`src/rtl/cs_loader_pkg.sv`:
```
package cs_loader_pkg;
  localparam int unsigned HDR_BITS = 8;
  localparam int unsigned BYTE_BITS = 8;

  // bits covered by a length code: (code+1) bytes
  function automatic int unsigned code_to_bits(input logic [2:0] code);
    return (int'(code) + 1) * BYTE_BITS;
  endfunction
endpackage

```
`src/rtl/cs_bus_rx.sv`:
```
module cs_bus_rx
  import cs_loader_pkg::*;
#(
  parameter logic [7:0] BUS_ADDR    = 8'hE9,
  parameter logic [1:0] CHIP_ID     = 2'd1,
  parameter int unsigned CS_BITS    = 48,
  parameter int unsigned SYNC_STAGES = 2
) (
  input  logic                       clk_i,
  input  logic                       rst_ni,
  input  logic                       sce_i,
  input  logic                       sclk_i,
  input  logic                       sdata_i,
  output logic                       bit_we_o,
  output logic [$clog2(CS_BITS)-1:0] bit_idx_o,
  output logic                       bit_val_o,
  output logic                       commit_o,
  output logic [2:0]                 len_code_o
);
  localparam int unsigned IDX_W    = $clog2(CS_BITS);
  localparam int unsigned CNT_W    = $clog2(HDR_BITS + CS_BITS) + 1;
  localparam logic [2:0]  MAX_CODE = 3'(CS_BITS / BYTE_BITS - 1);

  logic [SYNC_STAGES-1:0] sce_s, sclk_s, sdat_s;
  logic sce_d, sclk_d;
  logic sce_now, sclk_now, sdat_now;
  logic sce_rise, sce_fall, sclk_rise;

  always_ff @(posedge clk_i or negedge rst_ni) begin
    if (!rst_ni) begin
      sce_s  <= '0;
      sclk_s <= '0;
      sdat_s <= '0;
      sce_d  <= 1'b0;
      sclk_d <= 1'b0;
    end else begin
      sce_s  <= {sce_s[SYNC_STAGES-2:0], sce_i};
      sclk_s <= {sclk_s[SYNC_STAGES-2:0], sclk_i};
      sdat_s <= {sdat_s[SYNC_STAGES-2:0], sdata_i};
      sce_d  <= sce_now;
      sclk_d <= sclk_now;
    end
  end

  assign sce_now   = sce_s[SYNC_STAGES-1];
  assign sclk_now  = sclk_s[SYNC_STAGES-1];
  assign sdat_now  = sdat_s[SYNC_STAGES-1];
  assign sce_rise  = sce_now & ~sce_d;
  assign sce_fall  = ~sce_now & sce_d;
  assign sclk_rise = sclk_now & ~sclk_d;

  logic [7:0]       addr_sr, hdr_sr;
  logic             addr_hit;
  logic [CNT_W-1:0] cnt;
  logic [CNT_W-1:0] data_pos, need_cnt;
  logic             hdr_ok, take;

  always_ff @(posedge clk_i or negedge rst_ni) begin
    if (!rst_ni) begin
      addr_sr  <= '0;
      hdr_sr   <= '0;
      addr_hit <= 1'b0;
      cnt      <= '0;
    end else if (sce_rise) begin
      addr_hit <= (addr_sr == BUS_ADDR);
      cnt      <= '0;
    end else if (sclk_rise) begin
      if (!sce_now) begin
        addr_sr <= {sdat_now, addr_sr[7:1]};
      end else begin
        if (cnt < CNT_W'(HDR_BITS)) hdr_sr <= {sdat_now, hdr_sr[7:1]};
        if (cnt != '1) cnt <= cnt + 1'b1;
      end
    end
  end

  assign len_code_o = hdr_sr[6:4];
  assign hdr_ok     = (hdr_sr[1:0] == CHIP_ID) && (hdr_sr[3:2] == 2'b00) &&
                      !hdr_sr[7] && (hdr_sr[6:4] <= MAX_CODE);
  assign need_cnt   = CNT_W'(HDR_BITS + code_to_bits(hdr_sr[6:4]));
  assign data_pos   = cnt - CNT_W'(HDR_BITS);
  assign take       = sclk_rise && sce_now && (cnt >= CNT_W'(HDR_BITS)) &&
                      (data_pos < CNT_W'(CS_BITS));

  assign bit_we_o  = take;
  assign bit_idx_o = data_pos[IDX_W-1:0];
  assign bit_val_o = sdat_now;

  always_ff @(posedge clk_i or negedge rst_ni) begin
    if (!rst_ni) commit_o <= 1'b0;
    else         commit_o <= sce_fall && addr_hit && hdr_ok && (cnt >= need_cnt);
  end
endmodule

```
`src/rtl/cs_shadow_store.sv`:
```
module cs_shadow_store
  import cs_loader_pkg::*;
#(
  parameter int unsigned CS_BITS = 48
) (
  input  logic                       clk_i,
  input  logic                       rst_ni,
  input  logic                       bit_we_i,
  input  logic [$clog2(CS_BITS)-1:0] bit_idx_i,
  input  logic                       bit_val_i,
  input  logic                       commit_i,
  input  logic [2:0]                 len_code_i,
  input  logic                       blk_load_i,
  output logic [CS_BITS-1:0]         active_o,
  output logic                       pending_o
);
  logic [CS_BITS-1:0] stage_q, shadow_q, active_q, len_mask;
  logic               pending_q;

  always_comb begin
    for (int i = 0; i < CS_BITS; i++) begin
      len_mask[i] = (i < int'(code_to_bits(len_code_i)));
    end
  end

  always_ff @(posedge clk_i or negedge rst_ni) begin
    if (!rst_ni) stage_q <= '0;
    else if (bit_we_i) stage_q[bit_idx_i] <= bit_val_i;
  end

  // shadow merges on commit; active copies shadow only at block start
  always_ff @(posedge clk_i or negedge rst_ni) begin
    if (!rst_ni) begin
      shadow_q  <= '0;
      active_q  <= '0;
      pending_q <= 1'b0;
    end else begin
      if (blk_load_i && pending_q) active_q <= shadow_q;
      if (commit_i) begin
        shadow_q  <= (shadow_q & ~len_mask) | (stage_q & len_mask);
        pending_q <= 1'b1;
      end else if (blk_load_i) begin
        pending_q <= 1'b0;
      end
    end
  end

  assign active_o  = active_q;
  assign pending_o = pending_q;
endmodule

```
`src/rtl/cs_frame_sel.sv`:
```
module cs_frame_sel #(
  parameter int unsigned CS_BITS      = 48,
  parameter int unsigned BLOCK_FRAMES = 192
) (
  input  logic                            clk_i,
  input  logic                            rst_ni,
  input  logic                            frame_tick_i,
  input  logic                            block_start_i,
  input  logic [CS_BITS-1:0]              active_i,
  output logic [$clog2(BLOCK_FRAMES)-1:0] frame_idx_o,
  output logic                            cs_bit_o
);
  localparam int unsigned FI_W  = $clog2(BLOCK_FRAMES);
  localparam int unsigned SEL_W = $clog2(CS_BITS);

  logic [FI_W-1:0] idx_q;

  always_ff @(posedge clk_i or negedge rst_ni) begin
    if (!rst_ni) idx_q <= '0;
    else if (frame_tick_i) begin
      if (block_start_i || idx_q == FI_W'(BLOCK_FRAMES - 1)) idx_q <= '0;
      else idx_q <= idx_q + 1'b1;
    end
  end

  assign frame_idx_o = idx_q;
  assign cs_bit_o    = (idx_q < FI_W'(CS_BITS)) ? active_i[idx_q[SEL_W-1:0]] : 1'b0;
endmodule

```
`src/rtl/cs_status_loader.sv`:
```
module cs_status_loader #(
  parameter logic [7:0]  BUS_ADDR     = 8'hE9,
  parameter logic [1:0]  CHIP_ID      = 2'd1,
  parameter int unsigned CS_BITS      = 48,
  parameter int unsigned BLOCK_FRAMES = 192,
  parameter int unsigned SYNC_STAGES  = 2
) (
  input  logic clk_i,
  input  logic rst_ni,
  input  logic sce_i,
  input  logic sclk_i,
  input  logic sdata_i,
  input  logic frame_tick_i,
  input  logic block_start_i,
  output logic cs_bit_o
);
  localparam int unsigned IDX_W = $clog2(CS_BITS);
  localparam int unsigned FI_W  = $clog2(BLOCK_FRAMES);

  logic             bit_we_w, bit_val_w, commit_w, pending_w;
  logic [IDX_W-1:0] bit_idx_w;
  logic [2:0]       len_code_w;
  logic [CS_BITS-1:0] active_w;
  logic [FI_W-1:0]  frame_idx_w;

  cs_bus_rx #(
    .BUS_ADDR(BUS_ADDR), .CHIP_ID(CHIP_ID),
    .CS_BITS(CS_BITS), .SYNC_STAGES(SYNC_STAGES)
  ) u_rx (
    .clk_i, .rst_ni, .sce_i, .sclk_i, .sdata_i,
    .bit_we_o(bit_we_w), .bit_idx_o(bit_idx_w), .bit_val_o(bit_val_w),
    .commit_o(commit_w), .len_code_o(len_code_w)
  );

  cs_shadow_store #(.CS_BITS(CS_BITS)) u_store (
    .clk_i, .rst_ni,
    .bit_we_i(bit_we_w), .bit_idx_i(bit_idx_w), .bit_val_i(bit_val_w),
    .commit_i(commit_w), .len_code_i(len_code_w),
    .blk_load_i(frame_tick_i & block_start_i),
    .active_o(active_w), .pending_o(pending_w)
  );

  cs_frame_sel #(.CS_BITS(CS_BITS), .BLOCK_FRAMES(BLOCK_FRAMES)) u_sel (
    .clk_i, .rst_ni, .frame_tick_i, .block_start_i,
    .active_i(active_w), .frame_idx_o(frame_idx_w), .cs_bit_o
  );
endmodule

```
`config.mk`:
```
export PLATFORM = sky130hd
export DESIGN_NAME = cs_status_loader
export DESIGN_NICKNAME = d
export VERILOG_FILES = /design/src/rtl/cs_loader_pkg.sv /design/src/rtl/cs_bus_rx.sv /design/src/rtl/cs_shadow_store.sv /design/src/rtl/cs_frame_sel.sv /design/src/rtl/cs_status_loader.sv
export SDC_FILE = /design/constraint.sdc
export NUM_CORES = 1
export LEC_CHECK = 0
export ABC_CLOCK_PERIOD_IN_PS = 2700
export BUFFER_PORTS_ARGS = -buffer_cell sky130_fd_sc_hd__buf_2
export CAP_MARGIN = 5
export CORE_UTILIZATION = 55
export DETAILED_ROUTE_END_ITERATION = 10
export GPL_TIMING_DRIVEN = 0
export PLACE_DENSITY_LB_ADDON = 0.15
export SLEW_MARGIN = 20
export SYNTH_ARGS = -nofsm -noshare
export SYNTH_HDL_FRONTEND = slang
export SYNTH_SLANG_ARGS = --single-unit
```
`constraint.sdc`:
```
create_clock -name clk_i -period 2.7 [get_ports clk_i]
set_clock_uncertainty 0.2 [all_clocks]
set_input_delay 0.27 -clock clk_i [delete_from_list [all_inputs] [get_ports clk_i]]
set_output_delay 0.27 -clock clk_i [all_outputs]
set_load 0.01 [all_outputs]
```
# Word-level counts from Yosys, hierarchy flattened
# Cells that the tools add are included.
# totals
output_inout_bits,1
register_bits,186
in_bits,7
elab_cells,127
# op_classes
bitwise_logic,12
n_reduce_logical,21
eq_ne,4
magnitude_cmp,57
n_mux,13
n_addsub,5
# ops
op,count
< comparator 6 x 32 -> 1 bit (first input constant),16
< comparator 7 x 32 -> 1 bit (first input constant),16
< comparator 5 x 32 -> 1 bit (first input constant),4
AND 48 bit,2
bitwise mux 48 bit,1
NOT 48 bit,1
OR 48 bit,1
< comparator 3 x 7 -> 1 bit (first input constant),4
< comparator 4 x 7 -> 1 bit (first input constant),4
two-way mux 7 bit,4
== test 8 bit (second input constant),2
< comparator 1 x 7 -> 1 bit (first input constant),2
< comparator 2 x 7 -> 1 bit (first input constant),2
< comparator 6 x 7 -> 1 bit (second input constant),2
logical AND 1 bit,11
adder 8 x 1 -> 8 bit (second input constant),1
< comparator 8 x 6 -> 1 bit (second input constant),1
two-way mux 8 bit,1
nonzero test 2 bit,4
adder 4 x 7 -> 7 bit (first input constant),1
adder 7 x 1 -> 7 bit (second input constant),1
>= comparator 7 x 4 -> 1 bit (second input constant),1
>= comparator 7 bit,1
< comparator 7 x 4 -> 1 bit (second input constant),1
other kinds (17),28

# Depth between registers and ports, before layout
# Gate-level depths: netlist of run 1.
# depth
depth_word,6
ltp_mapped,8
ltp_nobuf,7

# Hierarchy
# From an unflattened synthesis of run 1, not the netlist that was laid out.
# unflattened
hier_cells,616
area_unflattened_um2,8475.6
# by_module_without_submodules
mod,n_inst,area_each_um2,cells_per_inst,seq_area_each_um2
cs_shadow_store,1,5935.7,400,3628.5
cs_bus_rx,1,1686.6,140,825.8
cs_frame_sel,1,847.1,75,200.2
cs_status_loader,1,6.3,1,0.0

# Worst setup path after synthesis of run 1
# OpenSTA, ideal clock, no wires.
# synth_timing
path_type,reg-to-reg
startpoint,register u_rx.hdr_sr[4]
endpoint,register with a tool-made name
arrival_ns,1.863
path_slack_ns,0.513
required_time_ns,2.375
setup_time_ns,0.125
path_stages_with_launch,7
path_buffers,0
synth_period_minus_slack_ns,2.187
path_cell_list,dfrtp_1 > ha_1 > a21boi_2 > a21oi_4 > nand2_1 > a31oi_4 > mux2_2
# synth_rtl
item,line,text
start: declaration,cs_bus_rx.sv:52,"logic [7:0] addr_sr, hdr_sr;"
start signal: assignment,cs_bus_rx.sv:71,"if (cnt < CNT_W'(HDR_BITS)) hdr_sr <= {sdat_now, hdr_sr[7:1]};"

# Final worst setup path of run 1
# layout_timing
startpoint,register u_sel.idx_q[0] (netlist: u_sel.frame_idx_o[0])
endpoint,output cs_bit_o
# layout_via
elab_chain_cells,3
elab_cells_between_ends,4
cone_classes,order compare: 1; mux: 3
# layout_rtl
item,line,text
start: declaration,cs_frame_sel.sv:16,logic [FI_W-1:0] idx_q;
start signal: assignment,cs_frame_sel.sv:22,else idx_q <= idx_q + 1'b1;
binary-select mux 1 bit (select 6 bit),cs_frame_sel.sv:27,assign cs_bit_o = (idx_q < FI_W'(CS_BITS)) ? active_i[idx_q[SEL_W-1:0]] : 1'b0;
two-way mux 1 bit (implied by the code),cs_frame_sel.sv:27,
two-way mux 1 bit *,cs_frame_sel.sv:27,
end: declaration,cs_status_loader.sv:15,output logic cs_bit_o
# Mark *: on every way between the ends. The rest lies on a longest branch, timed or not. The select of a mux whose other input is x is not followed.

==> results list, run 1 <==
* Data required time at the worst endpoint: 2.23 ns
* Vias: between 4,000 and 5,000
- In the finished design, the share of the clock period the worst path needs comes to 1.04.
- Sink Count: 186
* CTS root buffer: sky130_fd_sc_hd__clkbuf_16
* Residual DRC: 0
- Counting distinct cell types in the post-synthesis netlist gives 59.
- For this design the static power due to leakage is 4.44 nW.
- Layout cells sized above 1: 0.367
- Footprint of the multi-input gates: ~3400 sq um
- Tot Pwr: 5.90 mW
- Pins over their slew limit: 0
- Placer Congestion: 0.832
- Derived from the worst setup path, the maximum achievable clock frequency is 0.355 GHz.
- The worst setup path is captured at a primary output.
- Summed over all instances, the cell type with the most area after synthesis is sky130_fd_sc_hd__dfrtp_1.
* P per Cell Area: 639 nW/um^2
* Number of flops mapped to enable cells by yosys: 0
- Flip-flop and latch count after synthesis: 186
- Reg-to-reg critical path startpoint: u_rx.cnt[1]
* Final WL: 15,800 um
- Status: finished, violations left
- Top post-synthesis cells by area: sky130_fd_sc_hd__dfrtp_1 (56%), sky130_fd_sc_hd__mux2_2 (21%), sky130_fd_sc_hd__mux4_2 (2.5%)
* Width of the die: 124 um
* Hold/Removal Path Class: reg -> reg
- Delay of the slowest critical-path stage: 0.53 ns
- Area share of the largest cell type after synthesis: 0.564
- Cts bufs inserted: 17
* GRT Residual Overflow: 0
- Core Region: 14,600 sq um
- Counting every instance in the synthesized netlist gives just over 600.
* Reg2Reg Setup Slack: ~0.13 ns
- Layout fillers: about 1,100
- Data arrival, critical path: between 2 and 2.5 ns
* Startpoint-to-endpoint class of the critical path: reg -> out
* Synthesis-to-finish area growth: 12.0%
- Vias in the first global route: 4,990
* Seq. cell area: 4650 sq um
- Averaged over all synthesized cells, the footprint is 13.7 sq um.
* # IOs: 8
- Following the worst setup path forward leads to its endpoint at cs_bit_o.
- Final setup violation count: 1
- The floorplan has 44 rows.
- Launching instance or port of the critical path: u_sel.frame_idx_o[0]
* PnR worst setup slack: -0.116 ns
- In the synthesized netlist the async set-or-reset flop fraction comes to 1.00.
* Global routing usage summed across all routing layers: 0.221
* Startpoint Class: flop
- The number of cells on the worst reg-to-reg path is 8.
- Input/output buffers: 7
* Max cap viols: 0
- TritonCTS clock tree: done
- Dividing the detail-routed wire length by the instance count gives 18.8 um.
- The signal on the critical path passes through buf_6 > mux4_2 > mux4_2 > nand3b_1 > a211oi_1 > buf_2.
- Pin count of the biggest net entering global routing: 96
- Reg2Reg Capture Point: u_store.stage_q[40]
- CTS built an H-tree with a depth of 4.
- After clock tree synthesis, the clock-pin slew on the worst setup and hold paths is 0.06 ns.
* Clock share of power: 0.413
- Among the stages of the critical path, the cell type that occurs most often is sky130_fd_sc_hd__mux4_2.
- First-pass GRT wire length: around 27,000 um
- Worst-margin pin slew: 0.676 ns
- Worst-path maximum fanout: 5
* Worst-case clock buffer depth: 2
* Starting Density: 0.565
- Initial DRC Count: 282
- Worst-case headroom to the max-slew limit: 0.550
- Area of the die: 15,500 sq um
- Number of antenna violations at the first check in global routing: 0
- In the routed layout, each cell is associated on average with a via count of 5.72.
- Yosys printed 0 warnings.
- Sequential area share after synthesis: 0.564
- Critical-path cell with the highest stage delay: sky130_fd_sc_hd__mux4_2
* Placed wire-length estimate: roughly 11,000 um
* Final worst hold slack: 0.148 ns
- Of the total power, combinational logic draws 0.085.
* Height of the chip: 124 um
* Clock latency reported for the late side of the worst-skew pair: 0.43 ns
- Final hold violation count: 0
- The net count of the finished layout is 664.
- Number of nets with antenna violations after detailed routing: 0
- Of the total power, the share spent switching nets is 0.240.
- Post-layout minimum cycle time: roughly 2.8 ns
* Setup repair after global routing missed its margin: yes
* Maximum ir drop on the vdd rail: around 0.46 mV
- Of the total power, registers draw 0.502.
* Number of optimization iterations in the first detailed-route pass: 5
- Number of nets in the synthesized netlist: 625
- For this design the total switching power over the nets is around 1.4 mW.
* Total inserted antenna cells: 0
* Top FF cell, synth: sky130_fd_sc_hd__dfrtp_1
* Synthesized cell area: 8250 sq um
- Failing checks: negative setup slack
- The internal power of the cells totals 4.48 mW.
==> layout make-up <==
| class | instances | area share |
|---|---|---|
| inverter | 13 | 0.00528 |
| timing repair buffer | 20 | 0.0192 |
| clock buffer | 21 | 0.0498 |
| tap | 184 | 0.0249 |
| clock inverter | 11 | 0.0127 |
| multi-input combinational | 377 | 0.367 |
| buffer | 28 | 0.0173 |
| sequential | 186 | 0.504 |
==> per-layer routing <==
metal	GRT usage	share of wire	vias up
met1	0.304	0.47	2476
met2	0.350	0.49	90
met4	0.0751	0.014	0
met5	0	0	-
li1	-	-	2221
met3	0.0494	0.029	17
==> layout by cell type (no fill, tap or decap), drive strengths merged, types with 2 or more instances in the layout <==
master / instances
nand2b: 2
dlygate4sd3: 6
nor3b: 2
clkinv: 7
mux2i: 4
nor2b: 4
o31ai: 2
mux2: 157
a21boi: 2
o2bb2ai: 2
ha: 14
nor3: 6
nand4: 2
inv: 13
xor2: 3
and2: 2
clkinvlp: 2
xnor2: 5
o2111ai: 2
nand3: 15
nor4: 2
buf: 28
nand2: 32
clkbuf: 35
and3: 4
nor2: 52
o21a: 2
a21oi: 6
mux4: 13
dfrtp: 186
nand3b: 7
a31oi: 3
o21ai: 15
or3: 2
nor4b: 2
bufinv: 2
==> power by group through the flow <==
stage / Clock, mW / Sequential (mW) / Combinational [mW]
after floorplan: 0 / 2.99 / 0.312
after global placement: 0 / 3.00 / 0.439
after detailed placement: 0 / 3.01 / 0.469
after CTS: 2.48 / 2.96 / 0.495
after global routing: 2.61 / 2.97 / 0.559
final: 2.44 / 2.96 / 0.502
==> stage by stage <==
stage               instance area, sq um  utilization  setup WS (ns)  TNS, ns  std cells
finish                              9240        0.633         -0.116   -0.116        840
global route                        9240        0.633         -0.177   -0.177        840
CTS                                 9200        0.630         -0.114   -0.114        835
detailed placement                  8550        0.586          0.149        0        796
global placement                    8510        0.584          -1.61  -296.68        795
floorplan                           8250            -          0.513        0        604
==> what timing repair did <==
| item | in CTS | in global routing |
|---|---|---|
| hold buffers | 6 | 0 |
| pin swaps | 0 | 0 |
| setup buffers | 1 | 5 |
| resized for setup | 8 | 1 |
| hold endpoints to repair | 98 | 0 |
| endpoints found under the setup margin | 1 | 6 |
==> Yosys cell counts (all sizes together) (2+ instances only) <==
library cell and instances:
dfrtp 186, mux2 157, nor2 52, nand2 32
nand3 15, o21ai 15, buf 14, clkbuf 14
ha 14, mux4 13, inv 11, nand3b 7
a21oi 6, nor3 6, xnor2 5, and3 4
mux2i 4, nor2b 4, a31oi 3, xor2 3
a21boi 2, and2 2, clkinv 2, nand2b 2
nand4 2, nor3b 2, nor4 2, nor4b 2
o2111ai 2, o21a 2, o2bb2ai 2, o31ai 2
or3 2
==> worst min path at each step <==
stage              startpoint                    to  slack (ns)  cells after the start
3_3_place_gp   u_rx.sdat_s[0]        u_rx.sdat_s[1]        0.13                      0
3_5_place_dp           rst_ni  u_store.active_o[19]        0.13                      1
5_1_grt        u_rx.sclk_s[0]        u_rx.sclk_s[1]        0.15                      0
2_1_floorplan          rst_ni             async pin       -0.23                      0
4_1_cts        u_rx.sclk_s[0]        u_rx.sclk_s[1]        0.15                      0
6_report       u_rx.sclk_s[0]        u_rx.sclk_s[1]        0.15                      0
==> worst max-delay path: cells and delay by family, from the launching register on <==
kind | cells | cell delay, ns
buf+inv | 2 | 0.30
mux | 2 | 1.05
flops | 1 | 0.38
simple gates | 1 | 0.12
compound gates | 1 | 0.08
==> cells by family after synthesis <==
| logic type | share of synthesized area |
|---|---|
| simple gates | 0.0860 |
| buf+inv | 0.0237 |
| mux | 0.256 |
| fa+ha+maj | 0.0212 |
| compound gates | 0.0399 |
| flops | 0.564 |
| xor+xnor | 0.00849 |
(Power assumes the default switching activity.)
==> run 2: changes to the inputs <==
--- a/config.mk
+++ b/config.mk
@@ -5,9 +5,10 @@
 export SDC_FILE = /design/constraint.sdc
 export NUM_CORES = 1
 export LEC_CHECK = 0
-export ABC_CLOCK_PERIOD_IN_PS = 2700
+export ABC_CLOCK_PERIOD_IN_PS = 3100
 export BUFFER_PORTS_ARGS = -buffer_cell sky130_fd_sc_hd__buf_2
 export CAP_MARGIN = 5
+export CORE_MARGIN = 5
 export CORE_UTILIZATION = 55
 export DETAILED_ROUTE_END_ITERATION = 10
 export GPL_TIMING_DRIVEN = 0
==> constraint.sdc (replaced) <==
create_clock -name clk_i -period 3.1 [get_ports clk_i]
set_clock_uncertainty 0.2 [all_clocks]
set_input_delay 0.31 -clock clk_i [delete_from_list [all_inputs] [get_ports clk_i]]
set_output_delay 0.31 -clock clk_i [all_outputs]
set_load 0.01 [all_outputs]
==> run 2 against run 1 <==
  * The flow now finishes without violations
  * Critical path depth grew 1
  * Register-to-register slack gained 0.40 ns
  * Final cell count is 0.71% lower
  * Utilization shrank 0.22 points
  * Via count is 0.10% lower
  * Die area up 13%
  * Critical path type unchanged
==> results list, run 2 (same netlist as run 1, synthesis figures left out) <==
* Status: complete, no violations (was finished, violations left)
- The average vias per placed instance is 5.75 (was 5.72).
- Layout cells sized above 1: 0.355 (was 0.367)
- TritonCTS clock tree: done (unchanged)
- The total CTS buffers came to 17 (unchanged).
- The area of the die was 17,500 sq um (was 15,500 sq um).
- The final cell count without fillers is 834 (was 840).
- The initial standard-cell utilization of the core is 0.563 (was 0.565).
- The class of the most critical setup path was reg -> out (unchanged).
- Placed wire-length estimate: 10,800 um (was 11,100 um)
- Maximum ir drop on the vdd rail: 0.630 mV (was 0.458 mV)
* Ordered list of cells on the worst path: buf_2 > buf_6 > mux4_1 > mux4_2 > nand3b_1 > a211oi_1 > buf_2 (was buf_6 > mux4_2 > mux4_2 > nand3b_1 > a211oi_1 > buf_2)
- The count of boundary I/O pins was 8 (unchanged).
- Post-DP Area: 8550 sq um (unchanged)
- The highest signal layer in the routed design is met4 (unchanged).
- Total inserted antenna cells: 0 (unchanged)
- The clock latency reported for the late side of the worst-skew pair is 0.43 ns (about the same).
- The class of the worst hold path is reg -> reg (unchanged).
- The total routed wirelength came to 15,800 um (about the same).
* Delay of the slowest critical-path stage: 0.53 ns (about the same)
- In the finished design, the share of the clock period the worst path needs comes to 0.954.
* Sink Count: 186 (unchanged)
* Pin count of the biggest net entering global routing: 105 (was 96)
- Number of optimization iterations in the first detailed-route pass: 4 (was 5)
- The global placement routability congestion is 0.795 (was 0.832).
- Clk slew on worst S/H paths: 0.06 ns (about the same)
- The total number of placement rows was 44 (unchanged).
- Max cap viols: 0 (unchanged)
- The cell class contributing the biggest share of worst-path delay is multiplexers (unchanged).
- Input/output buffers: 7 (unchanged)
* Number of antenna violations at the first check in global routing: 0 (unchanged)
- Most common cell after layout, fill and taps aside: sky130_fd_sc_hd__dfrtp_1 (unchanged)
- Initial DRC Count: 280 (was 282)
- The biggest fanout along the worst timing path is 10 (was 5).
* Data required time at the worst endpoint: 2.59 ns (was 2.23 ns)
- Category of the worst setup path capture point: primary output (unchanged)
- GRT Residual Overflow: 0 (unchanged)
- Final setup violation count: 0 (was 1)
- Worst-case headroom to the max-slew limit: 0.568 (was 0.550)
- The max-slew violation count was 0 (unchanged).
* Vias in the first global route: 5,154 (was 4,990)
* Synthesis-to-finish area growth: 12.0% (about the same)
- # H-tree levels: 4 (unchanged)
- First-pass GRT wire length: 27,300 um (was 26,600 um)
- The met3 wirelength from detailed routing was 420 um (was 464 um).
- The cell depth of the worst flop-to-flop path was 8 (unchanged).
- Top library cells by usage in the layout, fill and taps aside: sky130_fd_sc_hd__dfrtp_1 (186), sky130_fd_sc_hd__mux2_2 (155), sky130_fd_sc_hd__nor2_1 (52) (unchanged).
* Data arrival, critical path: 2.45 ns (was 2.35 ns)
- Setup repair after global routing missed its margin: no (was yes)
* Setup Total Neg Slack: 0 ns (was -0.116 ns)
- Maximum operating frequency: around 0.34 GHz
- The worst path needs ~3.0 ns of the cycle, external delays included.
* Number of nets with antenna violations after detailed routing: 0 (unchanged)
* Cells after DPL: 796 (unchanged)
- The total count of hold-check failures in the final report is 0 (unchanged).
* Routed wirelength normalized by instance count: 19.0 um (was 18.8 um)
- Net count reported at finish: 658 (was 664)
* Stages on worst setup path: 7 (was 6)
* Metal1 wirelength: 7390 um (was 7450 um)
- The amount of wire on met2 after detailed routing was 7710 um (was 7690 um).
- Lkg Pwr: 4.45 nW (was 4.44 nW)
* Critical-path cell with the highest stage delay: sky130_fd_sc_hd__mux4_2 (unchanged)
- Height of the chip: 132 um (was 124 um)
* Most used cell, CP: sky130_fd_sc_hd__buf_2 (was sky130_fd_sc_hd__mux4_2)
- Vias: 4,799 (was 4,804)
- The clock tree root driver cell was sky130_fd_sc_hd__clkbuf_16 (unchanged).
* Width of the die: 132 um (was 124 um)
- Startpoint Class: flop (unchanged)
- P per Cell Area: 571 nW/um^2 (was 639 nW/um^2)
* Sum of buffers and inverters on the critical path: 3 (was 2)
- Tot Pwr: 5.27 mW (was 5.90 mW)
* Global routing usage summed across all routing layers: 0.196 (was 0.221)
- The area of the core region is 14,600 sq um (about the same).
* Residual DRC: 0 (unchanged)
* Worst-case clock buffer depth: 2 (unchanged)
- The post-route standard cell area excluding fillers is 9240 sq um (about the same).
* Worst-margin pin slew: 0.648 ns (was 0.676 ns)
* Number of stages on the worst hold path: 0 (unchanged)
-- run 2: cell types whose count changed in the layout (fill, tap and decap cells not counted), moves of 2 or more --
cell	change
sky130_fd_sc_hd__buf_4	-6
sky130_fd_sc_hd__clkinv_4	+4
sky130_fd_sc_hd__mux4_1	+4
sky130_fd_sc_hd__mux4_2	-4
sky130_fd_sc_hd__clkinv_2	-3
sky130_fd_sc_hd__bufinv_16	+2
sky130_fd_sc_hd__clkbuf_8	-2
-- run 2: per-layer routing --
metal	up-vias	GRT usage
li1	2216	-
met1	2499	0.268
met2	61	0.313
met3	23	0.0395
met4	0	0.0756
met5	-	0
-- run 2: cell type report --
| cell class | count | area (sq um) |
|---|---|---|
| Sequential cell | 186 | 4650 |
| Timing Repair Buffer | 14 | 133 |
| Multi-Input combinational cell | 377 | 3400 |
| Clock buffer | 18 | 429 |
| Buffer | 28 | 150 |
| Fill cell | 1108 | 5400 |
| Inverter | 13 | 48.8 |
| Tap cell | 184 | 230 |
| Clock inverter | 14 | 196 |
-- run 2: per-stage QoR --
step / util / setup WS (ns) / hold WS (ns)
2_1_floorplan: - / 0.913 / -0.186
3_3_place_gp: 0.581 / -1.23 / 0.133
3_5_place_dp: 0.584 / 0.501 / 0.135
4_1_cts: 0.631 / 0.0494 / 0.150
5_1_grt: 0.631 / 0.0282 / 0.168
6_report: 0.631 / 0.143 / 0.148
-- run 2: final timing paths --
path	start	slack, ns	to
worst min register to register	u_rx.sce_s[0]	0.15	u_rx.sce_s[1]
worst max-delay path	u_sel.frame_idx_o[1]	0.14	cs_bit_o
max in group asynchronous	rst_ni	1.51	async pin
worst min-delay path	u_rx.sce_s[0]	0.15	u_rx.sce_s[1]
min in group asynchronous	rst_ni	0.26	async pin
worst max register to register	u_rx.cnt[0]	0.53	u_store.stage_q[41]
-- run 2: what timing repair did --
item	4_1_cts	5_1_grt
setup endpoints to repair	0	1
resized for setup	0	1
setup buffers	0	0
hold endpoints to repair	88	0
hold buffers	6	0
-- run 2: worst reg2reg max path, cell delays in order (launching register included) --
cell,delay (ns)
sky130_fd_sc_hd__dfrtp_1,0.38
sky130_fd_sc_hd__buf_2,0.19
sky130_fd_sc_hd__clkinv_1,0.17
sky130_fd_sc_hd__ha_1,0.22
sky130_fd_sc_hd__nand3b_1,0.09
sky130_fd_sc_hd__a21oi_1,0.27
sky130_fd_sc_hd__o2111ai_2,0.32
sky130_fd_sc_hd__nor2_1,0.26
sky130_fd_sc_hd__mux2_2,0.36
-- run 2: where the power goes --
group | internal, mW | switching, mW | total (mW)
combinational | 0.159 | 0.253 | 0.412
clock | 1.35 | 0.930 | 2.28
sequential | 2.50 | 0.0773 | 2.58
total | 4.01 | 1.26 | 5.27
